**src/rtl/cfgport_pkg.sv**
```systemverilog
package cfgport_pkg;
    typedef enum logic [1:0] {
        ST_LOCKED = 2'd0,
        ST_KEY1   = 2'd1,
        ST_OPEN   = 2'd2
    } key_state_e;

    localparam logic [7:0] KEY_OPEN   = 8'h87;
    localparam logic [7:0] KEY_CLOSE  = 8'hAA;
    localparam logic [7:0] REG_LDSEL  = 8'h07;
    localparam logic [7:0] REG_DEVHI  = 8'h20;
    localparam logic [7:0] REG_DEVLO  = 8'h21;
    localparam logic [7:0] REG_REV    = 8'h22;
    localparam logic [7:0] REG_VENHI  = 8'h23;
    localparam logic [7:0] REG_VENLO  = 8'h24;
    localparam logic [7:0] BANK_BASE  = 8'h30;
    localparam logic [7:0] IDLE_READ  = 8'hFF;
endpackage

```
**src/rtl/cfgport_keyfsm.sv**
```systemverilog
module cfgport_keyfsm
    import cfgport_pkg::*;
(
    input  logic       clk,
    input  logic       rst_n,
    input  logic       idx_wr,
    input  logic       data_wr,
    input  logic [7:0] wdata,
    output logic       port_open,
    output logic [7:0] idx_q
);
    key_state_e state_q, state_nx;

    // next-state logic of the key sequence
    always_comb begin
        state_nx = state_q;
        unique case (state_q)
            ST_LOCKED: if (idx_wr && wdata == KEY_OPEN) state_nx = ST_KEY1;
            ST_KEY1: begin
                if (idx_wr)       state_nx = (wdata == KEY_OPEN) ? ST_OPEN : ST_LOCKED;
                else if (data_wr) state_nx = ST_LOCKED;
            end
            ST_OPEN:   if (idx_wr && wdata == KEY_CLOSE) state_nx = ST_LOCKED;
            default:   state_nx = ST_LOCKED;
        endcase
    end

    // state register
    always_ff @(posedge clk or negedge rst_n) begin
        if (!rst_n) state_q <= ST_LOCKED;
        else        state_q <= state_nx;
    end

    // outputs: open flag and index register
    always_comb port_open = (state_q == ST_OPEN);

    always_ff @(posedge clk or negedge rst_n) begin
        if (!rst_n) begin
            idx_q <= 8'h00;
        end else if (state_q == ST_OPEN && idx_wr) begin
            idx_q <= (wdata == KEY_CLOSE) ? 8'h00 : wdata;
        end
    end
endmodule

```
**src/rtl/cfgport_bank.sv**
```systemverilog
module cfgport_bank #(
    parameter int BANK_REGS = 4,
    parameter int OFS_W     = 2
) (
    input  logic                        clk,
    input  logic                        rst_n,
    input  logic                        wr_en,
    input  logic [OFS_W-1:0]            ofs,
    input  logic [7:0]                  wdata,
    output logic [BANK_REGS-1:0][7:0]   regs_q
);
    always_ff @(posedge clk or negedge rst_n) begin
        if (!rst_n) begin
            regs_q <= '0;
        end else begin
            for (int r = 0; r < BANK_REGS; r++) begin
                if (wr_en && ofs == OFS_W'(r)) regs_q[r] <= wdata;
            end
        end
    end
endmodule

```
**src/rtl/cfgport_top.sv**
```systemverilog
module cfgport_top
    import cfgport_pkg::*;
#(
    parameter int          NUM_LD    = 8,
    parameter int          BANK_REGS = 4,
    parameter logic [15:0] DEV_ID    = 16'h0A17,
    parameter logic [7:0]  REV_ID    = 8'h03,
    parameter logic [15:0] VENDOR_ID = 16'h1934
) (
    input  logic              clk,
    input  logic              rst_n,
    input  logic              bus_addr,
    input  logic              bus_rd,
    input  logic              bus_wr,
    input  logic [7:0]        bus_wdata,
    output logic [7:0]        bus_rdata,
    output logic              cfg_unlocked,
    output logic [7:0]        ld_select,
    output logic [NUM_LD-1:0] ld_enable
);
    localparam int OFS_W = (BANK_REGS > 1) ? $clog2(BANK_REGS) : 1;

    logic       idx_wr, data_wr, port_open, sel_wr, in_bank;
    logic [7:0] idx_q, rd_val;
    logic [8:0] ofs_wide;
    logic [OFS_W-1:0] bank_ofs;
    logic [NUM_LD-1:0][BANK_REGS-1:0][7:0] bank_q;

    assign idx_wr  = bus_wr && !bus_addr;
    assign data_wr = bus_wr && bus_addr;

    cfgport_keyfsm u_fsm (
        .clk       (clk),
        .rst_n     (rst_n),
        .idx_wr    (idx_wr),
        .data_wr   (data_wr),
        .wdata     (bus_wdata),
        .port_open (port_open),
        .idx_q     (idx_q)
    );

    assign ofs_wide = {1'b0, idx_q} - {1'b0, BANK_BASE};
    assign in_bank  = !ofs_wide[8] && (ofs_wide < 9'(BANK_REGS));
    assign bank_ofs = ofs_wide[OFS_W-1:0];
    assign sel_wr   = port_open && data_wr && (idx_q == REG_LDSEL);

    always_ff @(posedge clk or negedge rst_n) begin
        if (!rst_n)      ld_select <= 8'h00;
        else if (sel_wr) ld_select <= bus_wdata;
    end

    for (genvar g = 0; g < NUM_LD; g++) begin : g_ld
        logic bank_we;
        assign bank_we = port_open && data_wr && in_bank && (ld_select == 8'(g));
        cfgport_bank #(.BANK_REGS(BANK_REGS), .OFS_W(OFS_W)) u_bank (
            .clk    (clk),
            .rst_n  (rst_n),
            .wr_en  (bank_we),
            .ofs    (bank_ofs),
            .wdata  (bus_wdata),
            .regs_q (bank_q[g])
        );
        assign ld_enable[g] = bank_q[g][0][0];
    end

    always_comb begin
        rd_val = 8'h00;
        case (idx_q)
            REG_LDSEL: rd_val = ld_select;
            REG_DEVHI: rd_val = DEV_ID[15:8];
            REG_DEVLO: rd_val = DEV_ID[7:0];
            REG_REV:   rd_val = REV_ID;
            REG_VENHI: rd_val = VENDOR_ID[15:8];
            REG_VENLO: rd_val = VENDOR_ID[7:0];
            default: begin
                if (in_bank) begin
                    for (int g = 0; g < NUM_LD; g++) begin
                        if (ld_select == 8'(g)) rd_val = bank_q[g][bank_ofs];
                    end
                end
            end
        endcase
    end

    assign bus_rdata    = (!bus_rd || !port_open) ? IDLE_READ : (bus_addr ? rd_val : idx_q);
    assign cfg_unlocked = port_open;
endmodule

```
**config.mk**
```make
export PLATFORM = sky130hd
export DESIGN_NAME = cfgport_top
export DESIGN_NICKNAME = d
export VERILOG_FILES = /design/src/rtl/cfgport_pkg.sv /design/src/rtl/cfgport_keyfsm.sv /design/src/rtl/cfgport_bank.sv /design/src/rtl/cfgport_top.sv
export SDC_FILE = /design/constraint.sdc
export NUM_CORES = 1
export LEC_CHECK = 0
export BUFFER_PORTS_ARGS = -buffer_cell sky130_fd_sc_hd__buf_2
export CORE_ASPECT_RATIO = 0.5
export CORE_MARGIN = 2
export CORE_UTILIZATION = 55
export DETAILED_ROUTE_END_ITERATION = 6
export GPL_ROUTABILITY_DRIVEN = 0
export HOLD_SLACK_MARGIN = 0.02
export PLACE_DENSITY_LB_ADDON = 0.12
export SLEW_MARGIN = 40
export SYNTH_ARGS = -nofsm -noshare
export SYNTH_HDL_FRONTEND = slang
export SYNTH_SLANG_ARGS = --single-unit
```
**constraint.sdc**
```tcl
create_clock -name clk -period 3.3 [get_ports clk]
set_clock_uncertainty 0.2 [all_clocks]
set_input_delay 0.165 -clock clk [delete_from_list [all_inputs] [get_ports clk]]
set_output_delay 0.165 -clock clk [all_outputs]
set_load 0.01 [all_outputs]
```
==> results.py, run 1 <==
metrics = {
    "outcome": {
        "status": "finished, final reports clean",
    },
    "critical_path": {
        "cp-start-kind": "flip-flop",
        "cp_slowest_cell": "dfrtp_4",
        "cpLargestDelayFamily": "buffers and inverters",
        "r2r_cells": 6,
        "crit_path_end_kind": "output pin",
        "cp_max_fo": 5,
        "cp_cell_sequence": "buf_12 -> buf_4 -> clkinvlp_4 -> mux2i_1 -> buf_4 -> a211o_1 -> a221oi_1 -> or4_1 -> buf_2",
        "crit_top_cell": "buf_4",
        "cp_num_buf_inv": 5,
        "r2r_end": "g_ld[2].u_bank.regs_q[7]",
        "arrival_ns": 2.91,
        "critical_path_class": "reg -> out",
        "rrSetupSlack_ns": 0.20,
        "critPathMaxStageDelay_ns": 0.45,
        "r2r-start": "u_fsm.idx_q[5]",
        "cp.required_ns": 2.93,
    },
    "synth": {
        "synth_area_mm2": 0.0133,
        "yosys_warnings": 0,
        "async_flop_share_pct": 100,
        "synth-edff-count": 0,
        "synthFlopType": "dfrtp_1",
        "ys_seq_area_share_pct": 51.7,
        "ys_ff_latch": 274,
        "synth_cell_type_count": 63,
        "netlist_instances": 935,
        "syn-mean-instance-area_um2": 14.2,
        "syn_nets": 951,
    },
    "drt": {
        "antenna_left": 0,
        "drt_first_pass_iters": 6,
        "wl_per_cell_um": 26.3,
        "via_per_inst": 6.35,
        "drtIter0Drc": 831,
        "drc_errors": 0,
        "vias": 8487,
        "wl_mm": 35.2,
    },
    "min_path": {
        "holdPathStages": 3,
        "worstHoldEndpoint": "u_fsm.idx_q[4]",
        "hp-class": "in -> reg",
        "hold_path.startpoint": "bus_wdata[4]",
    },
    "timing": {
        "setup_violations": 0,
        "relSlewSlack_pct": 44.0,
        "hold_violations": 0,
        "grt_setup_unrepaired": "yes",
        "fmax_mhz": 305,
        "drv_slew": 0,
        "worstMarginPinSlew_ns": 0.840,
        "fin_setup_tns_ns": 0,
        "period_minus_slack_ns": 3.28,
        "fin_crit_sh_pct": 99.3,
    },
    "power_and_ir_drop": {
        "p_seq_share_pct": 52.3,
        "pwr_density_cell_mw_per_mm2": 426,
        "ir_drop_mv": 0.279,
        "switching_share_pct": 22.3,
        "p_clk_share_pct": 44.8,
        "comb_power_share_pct": 2.9,
        "cellInternalPower_uw": 4990,
        "p_sw_uw": 1430,
        "p_leak_uw": 0.00695,
    },
    "floorplan": {
        "die_x_um": 224,
        "rows": 40,
        "core_mm2": 0.0238,
        "start_util_pct": 55.7,
        "dieHeight_um": 114,
        "ios": 38,
        "die_area_mm2": 0.0255,
    },
    "cells_and_area": {
        "stdcell_count": 1336,
        "design_area_mm2": 0.0151,
        "nets": 1019,
        "drive_gt1_share_pct": 51.5,
        "final_common_cell": "dfrtp_1",
        "mostFrequentLayoutCells": "dfrtp_1 (270), mux2_2 (262), mux4_2 (62)",
        "diodes": 0,
        "area_growth_pct": 13.6,
    },
    "clock_tree": {
        "clkTransAtPathRegs_ns": 0.07,
        "htreeDepth": 1,
        "clockBufferDepth": 3,
        "tritoncts": "built",
        "clkSinkCount": 274,
        "root_buffer": "clkbuf_16",
        "numCtsBuffers": 25,
        "clk_latency_ns": 0.54,
    },
    "grt": {
        "grt_overflow": 0,
        "grt_max_degree": 103,
        "grt_pass1_wl_mm": 53.9,
        "antenna_found_initial": 0,
        "grt_usage_pct": 28.5,
        "grt_pass1_vias": 8572,
    },
    "placed_design": {
        "placed_cell_area_mm2": 0.0139,
        "io_buffers": 37,
        "hpwl_mm": 23.1,
        "numPlacedInstances": 1268,
    },
    "job": {
        "cap_violations": 0,
    },
}
-- how the worst max path moves through the flow --
stage | cells past startpoint | start | slack [ns] | endpoint
2_1_floorplan | 6 | u_fsm.idx_q[4] | 0.80 | g_ld[3].u_bank.regs_q[16]
5_1_grt | 9 | u_fsm.idx_q[0] | -0.01 | bus_rdata[4]
6_report | 9 | u_fsm.idx_q[0] | 0.02 | bus_rdata[4]
3_3_place_gp | 7 | u_fsm.idx_q[5] | 0.30 | bus_rdata[2]
4_1_cts | 8 | u_fsm.idx_q[0] | 0.005 | bus_rdata[4]
3_5_place_dp | 7 | u_fsm.idx_q[0] | 0.31 | bus_rdata[1]
-- power groups by stage --
| stage | combinational [uW] | clock [uW] | sequential, uW |
|---|---|---|---|
| floorplan | 41.6 | 0 | 3420 |
| global placement | 173 | 0 | 3420 |
| detailed placement | 178 | 0 | 3420 |
| CTS | 182 | 2930 | 3360 |
| global route | 205 | 3080 | 3350 |
| finish | 186 | 2870 | 3360 |
-- cells by family after synthesis --
group | Yosys count | synth area share [%]
fa+ha+maj | 3 | 0.283
flops | 274 | 51.7
mux | 333 | 33.4
simple gates | 172 | 7.92
buf+inv | 76 | 2.75
compound gates | 77 | 3.94
-- cells in the mapped netlist, types with 3 or more instances --
cell / instances / share of area [%]
nor4bb_1: 5 / 0.38
nand3_1: 9 / 0.34
nor3_1: 9 / 0.34
nor2b_1: 8 / 0.38
nor4_1: 3 / 0.14
nor2_4: 9 / 0.76
mux2_2: 262 / 22
a21oi_1: 13 / 0.49
buf_2: 13 / 0.49
nor2_1: 20 / 0.57
or2_2: 5 / 0.24
nand3b_1: 4 / 0.23
dfrtp_1: 274 / 52
a31oi_1: 3 / 0.14
ha_1: 3 / 0.28
clkbuf_1: 36 / 1.0
mux2i_1: 9 / 0.68
inv_1: 8 / 0.23
nand2_1: 37 / 1.0
buf_4: 15 / 0.85
o211ai_1: 6 / 0.34
a221oi_1: 4 / 0.26
nand4_1: 12 / 0.57
nor3b_1: 3 / 0.17
nor2_2: 23 / 1.1
and2_1: 4 / 0.19
mux4_2: 62 / 11
o22ai_1: 8 / 0.38
and2_0: 3 / 0.14
o21ai_0: 17 / 0.64
-- metrics by stage --
step	total power [uW]	hold WS (ns)	worst slack [ns]	util (%)
2_1_floorplan	3460	-0.331	0.800	-
5_1_grt	6640	0.0466	-0.0126	63.3
3_3_place_gp	3590	0.0558	0.298	58.5
3_5_place_dp	3600	0.0626	0.307	58.5
6_report	6420	0.0391	0.0231	63.3
4_1_cts	6470	0.0211	0.00455	62.4
-- worst min-delay path, cell delays in order --
cell,delay [ns]
buf_2,0.34
nand2_1,0.14
o21ai_0,0.07
-- routing by layer --
layer	track usage [%]	part of all wire (%)
met1	44.0	48
met4	6.49	2.1
met2	41.7	43
met3	5.87	7.1
met5	0	0
-- state kept, by name (all words and copies together) (netlist names) --
signal and cells:
u_fsm.idx_q 8, ld_select 8, u_fsm.state_q 2, g_ld.u_bank.regs_q 256
-- layout make-up --
| class | instances | area [um2] |
|---|---|---|
| Clock inverter | 7 | 66.3 |
| Inverter | 9 | 37.5 |
| Sequential cell | 274 | 6870 |
| Clock buffer | 38 | 724 |
| Timing Repair Buffer | 108 | 865 |
| Multi-Input combinational cell | 585 | 6120 |
| Tap cell | 315 | 394 |
| Fill cell | 1810 | 8740 |
-- timing repair --
| item | in CTS | in global routing |
|---|---|---|
| endpoints found under the setup margin | 8 | 7 |
| gates resized for setup | 9 | 19 |
| endpoints found under the hold margin | 119 | 24 |
| pin swaps | 1 | 0 |
| hold buffers | 5 | 1 |
| buffers inserted | 6 | 10 |
| gates cloned | 0 | 0 |
No activity file was read; power rests on OpenSTA's default activity.
==> inputs of run 2 (changes only) <==
--- a/config.mk
+++ b/config.mk
@@ -12,7 +12,7 @@
 export DETAILED_ROUTE_END_ITERATION = 6
 export GPL_ROUTABILITY_DRIVEN = 0
 export HOLD_SLACK_MARGIN = 0.02
-export PLACE_DENSITY_LB_ADDON = 0.12
+export PLACE_DENSITY_LB_ADDON = 0.08
 export SLEW_MARGIN = 40
 export SYNTH_ARGS = -nofsm -noshare
 export SYNTH_HDL_FRONTEND = slang
==> run 2 against run 1 <==
Net effect: the run now ends with negative setup slack left; sequential share of layout area decreased by 0.077 points; flip-flop and latch count unchanged; clock-buffer cell count decreased by 2; critical endpoint is now bus_rdata[2].
==> results.py, run 2 (synthesis gave the netlist of run 1 again) <==
metrics = {
    "critical_path": {
        "arrival_ns": 2.95,
        "critical_path_class": "reg -> out",
        "cp_max_fo": 7,
        "cp-start-kind": "flip-flop",
        "crit_path_end_kind": "output pin",
        "cp.required_ns": 2.93,
    },
    "clock_tree": {
        "htreeDepth": 1,
        "tritoncts": "built",
        "clk_latency_ns": 0.55,
        "root_buffer": "clkbuf_16",
        "clockBufferDepth": 3,
        "clkSinkCount": 274,
        "clkTransAtPathRegs_ns": 0.07,
        "numCtsBuffers": 26,
    },
    "placed_design": {
        "numPlacedInstances": 1266,
        "io_buffers": 37,
        "placed_cell_area_mm2": 0.0139,
        "hpwl_mm": 23.0,
    },
    "outcome": {
        "violations": "negative setup slack",
        "status": "complete, but fails checks",
    },
    "drt": {
        "antenna_left": 0,
        "drtIter0Drc": 902,
        "via_per_inst": 6.30,
        "vias": 8406,
        "wl_mm": 34.9,
        "drc_errors": 0,
        "wl_per_cell_um": 26.2,
        "drt_first_pass_iters": 5,
    },
    "grt": {
        "antenna_found_initial": 1,
        "grt_usage_pct": 28.6,
        "grt_pass1_wl_mm": 53.7,
        "grt_pass1_vias": 8578,
        "grt_max_degree": 88,
        "grt_overflow": 0,
    },
    "timing": {
        "fin_crit_sh_pct": 100,
        "worst_hold_slack_ns": 0.0290,
        "grt_setup_unrepaired": "yes",
        "relSlewSlack_pct": 44.5,
        "worst_slack_ns": -0.0125,
        "hold_violations": 0,
        "period_minus_slack_ns": 3.31,
        "setup_violations": 1,
        "fmax_mhz": 302,
        "fin_setup_tns_ns": -0.0125,
        "drv_slew": 0,
        "worstMarginPinSlew_ns": 0.833,
    },
    "floorplan": {
        "ios": 38,
        "die_area_mm2": 0.0255,
        "core_mm2": 0.0238,
        "die_x_um": 224,
        "dieHeight_um": 114,
        "rows": 40,
        "start_util_pct": 55.7,
    },
    "cells_and_area": {
        "mostFrequentLayoutCells": "dfrtp_1 (270), mux2_2 (262), mux4_2 (62)",
        "drive_gt1_share_pct": 51.7,
        "reg_top3": "g_ld.u_bank.regs_q (256), ld_select (8), u_fsm.idx_q (8)",
        "final_common_cell": "dfrtp_1",
        "area_growth_pct": 13.8,
        "nets": 1016,
        "design_area_mm2": 0.0151,
        "fin_util_pct": 63.4,
        "regMostFlops": "g_ld.u_bank.regs_q",
        "diodes": 0,
        "stdcell_count": 1334,
        "largest_register_ff_count": 256,
    },
    "min_path": {
        "hp-class": "in -> async",
    },
    "power_and_ir_drop": {
        "p_leak_uw": 0.00696,
        "pwr_density_cell_mw_per_mm2": 432,
        "ir_drop_mv": 0.322,
    },
    "job": {
        "cap_violations": 0,
    },
}
run 2: cell type report:
| type | instances | area [um2] |
|---|---|---|
| Fill cell | 1855 | 8720 |
| Sequential cell | 274 | 6870 |
| Multi-Input combinational cell | 585 | 6140 |
| Timing Repair Buffer | 104 | 826 |
| Clock buffer | 36 | 729 |
| Tap cell | 315 | 394 |
| Clock inverter | 11 | 106 |
| Inverter | 9 | 33.8 |
run 2: path summary, 6_finish.rpt:
kind                       slack (ns)  cells past startpoint                     start                        to
max in group asynchronous        2.01                      3                     rst_n            u_fsm.idx_q[0]
min                              0.03                      2                     rst_n  g_ld[7].u_bank.regs_q[0]
max reg2reg                      0.14                      7            u_fsm.idx_q[0]  g_ld[3].u_bank.regs_q[3]
min reg2reg                      0.30                      1  g_ld[3].u_bank.regs_q[3]  g_ld[3].u_bank.regs_q[3]
min in group clk                 0.05                      4              bus_wdata[0]            u_fsm.idx_q[5]
max                             -0.01                      8            u_fsm.idx_q[0]              bus_rdata[2]
run 2: routing by layer:
layer | up-vias | global-route usage [%] | wire length (um)
met2 | 260 | 42.9 | 15400
met1 | 4440 | 42.1 | 16000
met5 | - | 0 | 0
met4 | 0 | 6.80 | 999
met3 | 84 | 7.34 | 2510
li1 | 3622 | - | -
run 2: power breakdown:
part | switching, uW | total, uW | internal [uW]
combinational | 145 | 176 | 31.5
sequential | 0.303 | 3360 | 3360
clock | 1350 | 2990 | 1640
run 2: per-stage QoR:
step           total power [uW]  worst slack [ns]
2_1_floorplan              3460             0.800
3_3_place_gp               3590             0.280
3_5_place_dp               3590             0.239
4_1_cts                    6580         -0.000169
5_1_grt                    6740           -0.0165
6_report                   6530           -0.0125
run 2: critical path, cell delays in order (launching register included):
cell,delay [ns]
dfrtp_4,0.59
buf_4,0.19
inv_1,0.23
buf_4,0.21
mux2i_2,0.32
nor3_1,0.10
a221oi_1,0.38
o211ai_1,0.20
buf_2,0.17
run 2: what timing repair did:
action	4_1_cts	5_1_grt
gates resized for setup	7	26
hold buffers	7	0
buffers inserted	7	7
endpoints found under the hold margin	256	0
pin swaps	0	4
setup endpoints to repair	8	7
